### src/rtl/cm_timer_pkg.sv
package cm_timer_pkg;
  localparam int BUS_W     = 32;
  localparam int PRE_W     = 7;
  localparam int MF_BIT    = 15;
  localparam int OVF_BIT   = 14;
  localparam int PER_BIT   = 8;
  localparam int IE_BIT    = 7;
  localparam int REQ_LSB   = 4;
  localparam int CKS_LSB   = 0;
  localparam logic [1:0] REQ_IRQ = 2'b10;

  typedef enum logic [1:0] {
    W_CTRL = 2'd0,
    W_CNT  = 2'd1,
    W_CMP  = 2'd2,
    W_NONE = 2'd3
  } word_e;

  typedef struct packed {
    logic       periodic;
    logic       ie;
    logic [1:0] req;
    logic [2:0] cks;
  } ctrl_t;

  // last prescaler state before a tick, for the dividing codes
  function automatic logic [PRE_W-1:0] presc_last(input logic [2:0] sel);
    case (sel)
      3'd4:    presc_last = PRE_W'(7);
      3'd5:    presc_last = PRE_W'(31);
      3'd6:    presc_last = PRE_W'(127);
      default: presc_last = '0;
    endcase
  endfunction
endpackage

### src/rtl/cm_timer_regdec.sv
module cm_timer_regdec
  import cm_timer_pkg::*;
#(
  parameter int NUM_CH = 4,
  parameter int ADDR_W = 8
) (
  input  logic [ADDR_W-1:0] addr,
  output logic              is_run,
  output logic [NUM_CH-1:0] ch_hit,
  output word_e             word
);
  localparam int BLK_W = ADDR_W - 4;

  logic aligned;
  assign aligned = (addr[1:0] == 2'b00);
  assign is_run  = (addr == '0);
  assign word    = word_e'(addr[3:2]);

  for (genvar i = 0; i < NUM_CH; i++) begin : g_hit
    assign ch_hit[i] = aligned && (addr[ADDR_W-1:4] == BLK_W'(i + 1));
  end
endmodule

### src/rtl/cm_timer_presc.sv
module cm_timer_presc
  import cm_timer_pkg::*;
(
  input  logic       clk,
  input  logic       rst_n,
  input  logic       run,
  input  logic       slow_tick,
  input  logic [2:0] sel,
  output logic       tick
);
  logic [PRE_W-1:0] pre_q;
  logic [PRE_W-1:0] last;
  logic             div_on;
  logic             bypass;

  always_comb begin
    last   = presc_last(sel);
    div_on = (sel == 3'd4) || (sel == 3'd5) || (sel == 3'd6);
    bypass = (sel == 3'd7);
    tick   = run && slow_tick && (bypass || (div_on && pre_q == last));
  end

  always_ff @(posedge clk) begin
    if (!rst_n) begin
      pre_q <= '0;
    end else if (!run || !div_on) begin
      pre_q <= '0;
    end else if (slow_tick) begin
      pre_q <= (pre_q == last) ? '0 : pre_q + 1'b1;
    end
  end
endmodule

### src/rtl/cm_timer_chan.sv
module cm_timer_chan
  import cm_timer_pkg::*;
#(
  parameter int CNT_W = 32
) (
  input  logic              clk,
  input  logic              rst_n,
  input  logic              run,
  input  logic              slow_tick,
  input  logic              ctrl_we,
  input  logic              cnt_we,
  input  logic              cmp_we,
  input  logic [BUS_W-1:0]  wdata,
  output logic [BUS_W-1:0]  ctrl_rd,
  output logic [CNT_W-1:0]  cnt_rd,
  output logic [CNT_W-1:0]  cmp_rd,
  output logic              tick_o,
  output logic              irq_o
);
  ctrl_t            ctrl_q;
  logic             mf_q, ovf_q;
  logic [CNT_W-1:0] cnt_q, cmp_q, pend_val_q, cnt_next;
  logic             pend_v_q;
  logic [1:0]       pend_n_q;
  logic             tick, load_now, count_now, hit, wrap;

  cm_timer_presc u_presc (
    .clk       (clk),
    .rst_n     (rst_n),
    .run       (run),
    .slow_tick (slow_tick),
    .sel       (ctrl_q.cks),
    .tick      (tick)
  );

  always_comb begin
    load_now  = tick && pend_v_q && (pend_n_q == 2'd1) && !cnt_we;
    count_now = tick && !load_now;
    if (ctrl_q.periodic)
      cnt_next = (cnt_q == cmp_q) ? '0 : cnt_q + 1'b1;
    else
      cnt_next = cnt_q + 1'b1;
    hit  = count_now && (cnt_next == cmp_q);
    wrap = count_now && !ctrl_q.periodic && (&cnt_q);
  end

  always_ff @(posedge clk) begin
    if (!rst_n) begin
      ctrl_q     <= '0;
      mf_q       <= 1'b0;
      ovf_q      <= 1'b0;
      cnt_q      <= '0;
      cmp_q      <= '1;
      pend_val_q <= '0;
      pend_v_q   <= 1'b0;
      pend_n_q   <= 2'd0;
    end else begin
      if (load_now)       cnt_q <= pend_val_q;
      else if (count_now) cnt_q <= cnt_next;

      if (cnt_we) begin
        pend_v_q   <= 1'b1;
        pend_n_q   <= 2'd2;
        pend_val_q <= wdata[CNT_W-1:0];
      end else if (tick && pend_v_q) begin
        if (pend_n_q == 2'd1) pend_v_q <= 1'b0;
        else                  pend_n_q <= pend_n_q - 2'd1;
      end

      mf_q  <= (ctrl_we ? (mf_q  & wdata[MF_BIT])  : mf_q)  | hit;
      ovf_q <= (ctrl_we ? (ovf_q & wdata[OVF_BIT]) : ovf_q) | wrap;

      if (ctrl_we) begin
        ctrl_q.periodic <= wdata[PER_BIT];
        ctrl_q.ie       <= wdata[IE_BIT];
        ctrl_q.req      <= wdata[REQ_LSB+1:REQ_LSB];
        ctrl_q.cks      <= wdata[CKS_LSB+2:CKS_LSB];
      end
      if (cmp_we) cmp_q <= wdata[CNT_W-1:0];
    end
  end

  always_comb begin
    ctrl_rd                        = '0;
    ctrl_rd[MF_BIT]                = mf_q;
    ctrl_rd[OVF_BIT]               = ovf_q;
    ctrl_rd[PER_BIT]               = ctrl_q.periodic;
    ctrl_rd[IE_BIT]                = ctrl_q.ie;
    ctrl_rd[REQ_LSB+1:REQ_LSB]     = ctrl_q.req;
    ctrl_rd[CKS_LSB+2:CKS_LSB]     = ctrl_q.cks;
  end

  assign cnt_rd = cnt_q;
  assign cmp_rd = cmp_q;
  assign tick_o = tick;
  assign irq_o  = mf_q && ctrl_q.ie && (ctrl_q.req == REQ_IRQ);
endmodule

### src/rtl/cm_timer.sv
module cm_timer
  import cm_timer_pkg::*;
#(
  parameter int NUM_CH = 4,
  parameter int CNT_W  = 32,
  parameter int ADDR_W = 8
) (
  input  logic              clk,
  input  logic              rst_n,
  input  logic              slow_tick,
  input  logic              bus_valid,
  input  logic              bus_write,
  input  logic [ADDR_W-1:0] bus_addr,
  input  logic [BUS_W-1:0]  bus_wdata,
  output logic [BUS_W-1:0]  bus_rdata,
  output logic [NUM_CH-1:0] irq
);
  logic                         is_run;
  logic [NUM_CH-1:0]            ch_hit;
  word_e                        word;
  logic                         wr;
  logic [NUM_CH-1:0]            run_q;
  logic [NUM_CH-1:0]            ctrl_we, cnt_we, cmp_we, ch_tick;
  logic [NUM_CH-1:0][BUS_W-1:0] ch_ctrl;
  logic [NUM_CH-1:0][CNT_W-1:0] ch_cnt, ch_cmp;

  cm_timer_regdec #(.NUM_CH(NUM_CH), .ADDR_W(ADDR_W)) u_dec (
    .addr   (bus_addr),
    .is_run (is_run),
    .ch_hit (ch_hit),
    .word   (word)
  );

  assign wr = bus_valid && bus_write;

  always_ff @(posedge clk) begin
    if (!rst_n)            run_q <= '0;
    else if (wr && is_run) run_q <= bus_wdata[NUM_CH-1:0];
  end

  for (genvar i = 0; i < NUM_CH; i++) begin : g_ch
    assign ctrl_we[i] = wr && ch_hit[i] && (word == W_CTRL);
    assign cnt_we[i]  = wr && ch_hit[i] && (word == W_CNT);
    assign cmp_we[i]  = wr && ch_hit[i] && (word == W_CMP);

    cm_timer_chan #(.CNT_W(CNT_W)) u_chan (
      .clk       (clk),
      .rst_n     (rst_n),
      .run       (run_q[i]),
      .slow_tick (slow_tick),
      .ctrl_we   (ctrl_we[i]),
      .cnt_we    (cnt_we[i]),
      .cmp_we    (cmp_we[i]),
      .wdata     (bus_wdata),
      .ctrl_rd   (ch_ctrl[i]),
      .cnt_rd    (ch_cnt[i]),
      .cmp_rd    (ch_cmp[i]),
      .tick_o    (ch_tick[i]),
      .irq_o     (irq[i])
    );
  end

  always_comb begin
    bus_rdata = '0;
    if (is_run) bus_rdata = BUS_W'(run_q);
    for (int i = 0; i < NUM_CH; i++) begin
      if (ch_hit[i]) begin
        case (word)
          W_CTRL:  bus_rdata = ch_ctrl[i];
          W_CNT:   bus_rdata = BUS_W'(ch_cnt[i]);
          W_CMP:   bus_rdata = BUS_W'(ch_cmp[i]);
          default: bus_rdata = '0;
        endcase
      end
    end
  end
endmodule

### config.mk
export PLATFORM = sky130hd
export DESIGN_NAME = cm_timer
export DESIGN_NICKNAME = d
export VERILOG_FILES = /design/src/rtl/cm_timer_pkg.sv /design/src/rtl/cm_timer_regdec.sv /design/src/rtl/cm_timer_presc.sv /design/src/rtl/cm_timer_chan.sv /design/src/rtl/cm_timer.sv
export SDC_FILE = /design/constraint.sdc
export NUM_CORES = 2
export LEC_CHECK = 0
export BUFFER_PORTS_ARGS = -buffer_cell sky130_fd_sc_hd__buf_2
export CAP_MARGIN = 20
export CORE_ASPECT_RATIO = 1.75
export CORE_MARGIN = 4
export CORE_UTILIZATION = 23
export DETAILED_ROUTE_END_ITERATION = 12
export SLEW_MARGIN = 20
export SYNTH_ARGS = -nofsm -noshare
export SYNTH_HDL_FRONTEND = slang
export SYNTH_SLANG_ARGS = --single-unit
export TNS_END_PERCENT = 20
### constraint.sdc
create_clock -name clk -period 8.35 [get_ports clk]
set_input_delay 0.4175 -clock clk [delete_from_list [all_inputs] [get_ports clk]]
set_output_delay 0.4175 -clock clk [all_outputs]
set_load 0.02 [all_outputs]
==> impl_metrics.csv <==
group,metric,value,unit
placement,io_buffers,80,
yosys,ys_top_cells_by_area,"dfxtp_1 32%, nand2_1 10%, xnor2_1 5.0%",
sta,slew_headroom,24.1,%
yosys,synth-edff-count,0,
clock_network,postCtsSetupBuffers,0,
job,maxCapViolCount,0,
pwr,power_leakage,10.8,nW
layout,layout-drive-gt1-share,7.08,%
clock_network,cts.root.buffer_cell,"clkbuf_16",
yosys,synthAdderAreaFrac,0.524,%
worst_setup_path,path_class,"in2out",
floorplan,start_util,23.1,%
floorplan,dieWidth,275,um
sta,max_freq,0.213,GHz
yosys,synth_compound_area_share,22.4,%
route,viasPerCell,5.53,
pwr,power_density,148,mW/mm2
clock_network,cts_tree,"done",
pwr,p_sw,1.18,mW
worst_setup_path,crit_arrival,4.29,ns
sta,period_needed,4.70,ns
clock_network,clk_path_buf_depth,3,
placement,dp_hpwl,97800,um
global_route,grt_pass1_vias,27900,
clock_network,cts.clk_slew.worst_paths,0.07,ns
clock_network,cts_buffers,44,
placement,globalplace.congestion,1.03,
sta,tightest_slew,1.13,ns
yosys,synth_nets,3829,
floorplan,num_rows,171,
layout,final-instance-count-excl-fill,5264,
layout,nNetsFinal,3642,
yosys,syn_avg_cell_area,7.59,um2
worst_setup_path,critPathLaunchType,"input pin",
layout,syn2layout_area_growth,10.5,%
floorplan,die_height,475,um
yosys,netlist_top_cells_count,"779 x nand2_1, 464 x dfxtp_1, 270 x clkbuf_1",
route,drt_iter0_markers,3204,
placement,dp.cells,5180,
yosys,yosys.area.top_type,"dfxtp_1",
yosys,synth_most_common_cell,"nand2_1",
yosys,synth_seq_area_share,32.4,%
layout,fill_cells,13500,
route,detailroute.via_count,29100,
clock_network,ctsResizeCount,0,
pwr,p_clk_share,47.4,%
clock_network,cts_sinks,464,
sta,post-route-period-util,56.3,%
yosys,muxShareOfSynthArea,2.31,%
pwr,peakVddDrop,0.000126,V
layout,seq_area,0.00929,mm2
worst_setup_path,worst_path_most_repeated_cell,"buf_4",
layout,multi_input_area,0.0178,mm2
pwr,power_frac_comb,5.4,%
route,drc,0,
floorplan,die_area,0.130,mm2
yosys,yosys.area_share.simple,27.0,%
worst_setup_path,required,7.93,ns
yosys,yosysWarningCount,0,
yosys,synth_area,0.0286,mm2
sta,skew,0.0255,ns
global_route,grt_max_degree,125,
sta,rsz0062_at_grt,"no",
pwr,seq_power_share,47.2,%
worst_hold_path,hold_class,"in2reg",
global_route,grt_pass1_wl,193000,um
yosys,synthArstFlopShare,0,%
sta,fin_setup_tns,0,ns
sta,hold_viol_final,0,
worst_setup_path,critPathSlowestCell,"o22ai_1",
route,totalWireLength,135000,um
yosys,ys_types,87,
worst_setup_path,crit_fanout,50,
yosys,synth-xor-area-share,9.51,%
global_route,gr-total-overflow,0,
route,wire_per_inst,25.7,um
outcome,status,"complete, no violations",
clock_network,insertion_delay,0.64,ns
global_route,grt_usage,20.0,%
floorplan,ios,81,
yosys,synth_flop_cell,"dfxtp_1",
global_route,antenna_found_initial,7,
route,ant_nets,0,
worst_setup_path,critPathMaxStageDelay,0.78,ns
floorplan,coreArea,0.124,mm2
yosys,synth_top_family_by_area,"simple AND/OR/NAND/NOR gates",
clock_network,hold_buffers,0,
clock_network,htree_levels,2,
route,first_pass_iters,6,
pwr,p_int,3.51,mW
worst_setup_path,cp-end-kind,"output port",
yosys,synth_seq_cells,464,
pwr,switching_share,25.2,%
yosys,synth_top_area_share,32.4,%
yosys,synthCells,3772,
sta,setup_viol,0,
worst_setup_path,path_cells,"buf_2 -> buf_4 -> nor2b_4 -> buf_4 -> buf_4 -> a22oi_1 -> o22ai_1 -> a21oi_1 -> o21ai_0 -> buf_2",
sta,slew_viol_final,0,
==> path summary, 6_finish.rpt <==
path / startpoint / endpoint / slack [ns] / cells after the start
max: bus_addr[3] / bus_rdata[25] / 3.65 / 10
min: rst_n / g_ch[0].u_chan.cmp_rd[1] / 0.25 / 2
max reg2reg: g_ch[1].u_chan.cnt_rd[0] / g_ch[1].u_chan.mf_q / 4.08 / 10
min reg2reg: g_ch[0].u_chan.pend_val_q[18] / g_ch[0].u_chan.pend_val_q[18] / 0.47 / 2
==> critical path, delay by kind of cell <==
family | cells | cell delay, ns
compound gates | 4 | 1.24
simple gates | 1 | 0.25
buf+inv | 5 | 2.28
==> registers in the layout (all words and copies together), names as in the netlist <==
register / cells
g_ch.u_chan.ovf_q: 4
g_ch.u_chan.ctrl_rd: 28
run_q: 4
g_ch.u_chan.cnt_rd: 128
g_ch.u_chan.pend_v_q: 4
g_ch.u_chan.pend_val_q: 128
g_ch.u_chan.u_presc.pre_q: 28
g_ch.u_chan.mf_q: 4
g_ch.u_chan.cmp_rd: 128
g_ch.u_chan.pend_n_q: 8
==> cells in the final DEF (no fill, tap or decap), drive strengths merged, types with 12 or more instances in the layout <==
master | netlist | layout
a22o | 27 | 27
ha | 12 | 12
nor2b | 82 | 82
buf | 68 | 128
a2bb2oi | 15 | 15
nor4 | 56 | 56
o21ai | 150 | 150
nor2 | 168 | 168
nor3 | 62 | 62
nor4b | 12 | 12
a21oi | 93 | 93
nand3 | 226 | 226
or4 | 15 | 15
xor2 | 148 | 148
and4 | 13 | 13
o22ai | 41 | 41
nor3b | 17 | 17
o211ai | 30 | 30
dfxtp | 464 | 464
nand2 | 779 | 779
o211a | 45 | 45
nand4 | 83 | 83
o311ai | 25 | 25
a21boi | 167 | 167
or3 | 13 | 13
mux2i | 66 | 66
a22oi | 135 | 135
a221oi | 16 | 16
a32o | 16 | 16
and3 | 36 | 36
clkbuf | 293 | 62
o31ai | 24 | 24
xnor2 | 163 | 163
inv | 46 | 46
==> power by group through the flow <==
stage	sequential (mW)	clock [mW]	combinational, mW
global placement	2.27	0	0.242
detailed placement	2.27	0	0.242
floorplan	2.27	0	0.126
finish	2.22	2.22	0.253
CTS	2.21	2.25	0.243
global route	2.21	2.31	0.255
==> layer usage <==
metal  vias to the layer above  wire [um]  GRT usage, %
li1                      13000          -             -
met1                     13900      46900          20.9
met2                      1589      63100          33.5
met3                       629       9090          3.30
met4                         2      16200          19.2
met5                         -         19             0
==> cell families after synthesis <==
logic type,Yosys count
multiplexers,66
adder cells (fa/ha/maj),12
flip-flops,464
AO/OA/AOI/OAI,892
AND/OR/NAND/NOR,1620
XOR/XNOR,311
buffers and inverters,407
==> stage by stage <==
step / power, mW / util [%] / hold WS [ns] / area [um2] / setup WS [ns]
floorplan: 2.39 / - / 0.443 / 28600 / 5.38
global placement: 2.51 / 24.3 / 0.451 / 30100 / 4.08
detailed placement: 2.51 / 24.3 / 0.457 / 30100 / 4.02
CTS: 4.70 / 25.5 / 0.259 / 31600 / 4.01
global route: 4.78 / 25.5 / 0.268 / 31600 / 3.63
finish: 4.69 / 25.5 / 0.246 / 31600 / 3.65
==> area by class of cell <==
| type | count | area share [%] |
|---|---|---|
| well taps | 1643 | 6.50 |
| repair buffers | 128 | 2.47 |
| flip-flops and latches | 464 | 29.4 |
| multi-input cells | 2901 | 56.3 |
| diodes | 3 | 0.0237 |
| inverters | 46 | 0.546 |
| clock buffers | 62 | 4.08 |
| clock inverters | 17 | 0.696 |
No activity file was read; power rests on OpenSTA's default activity.
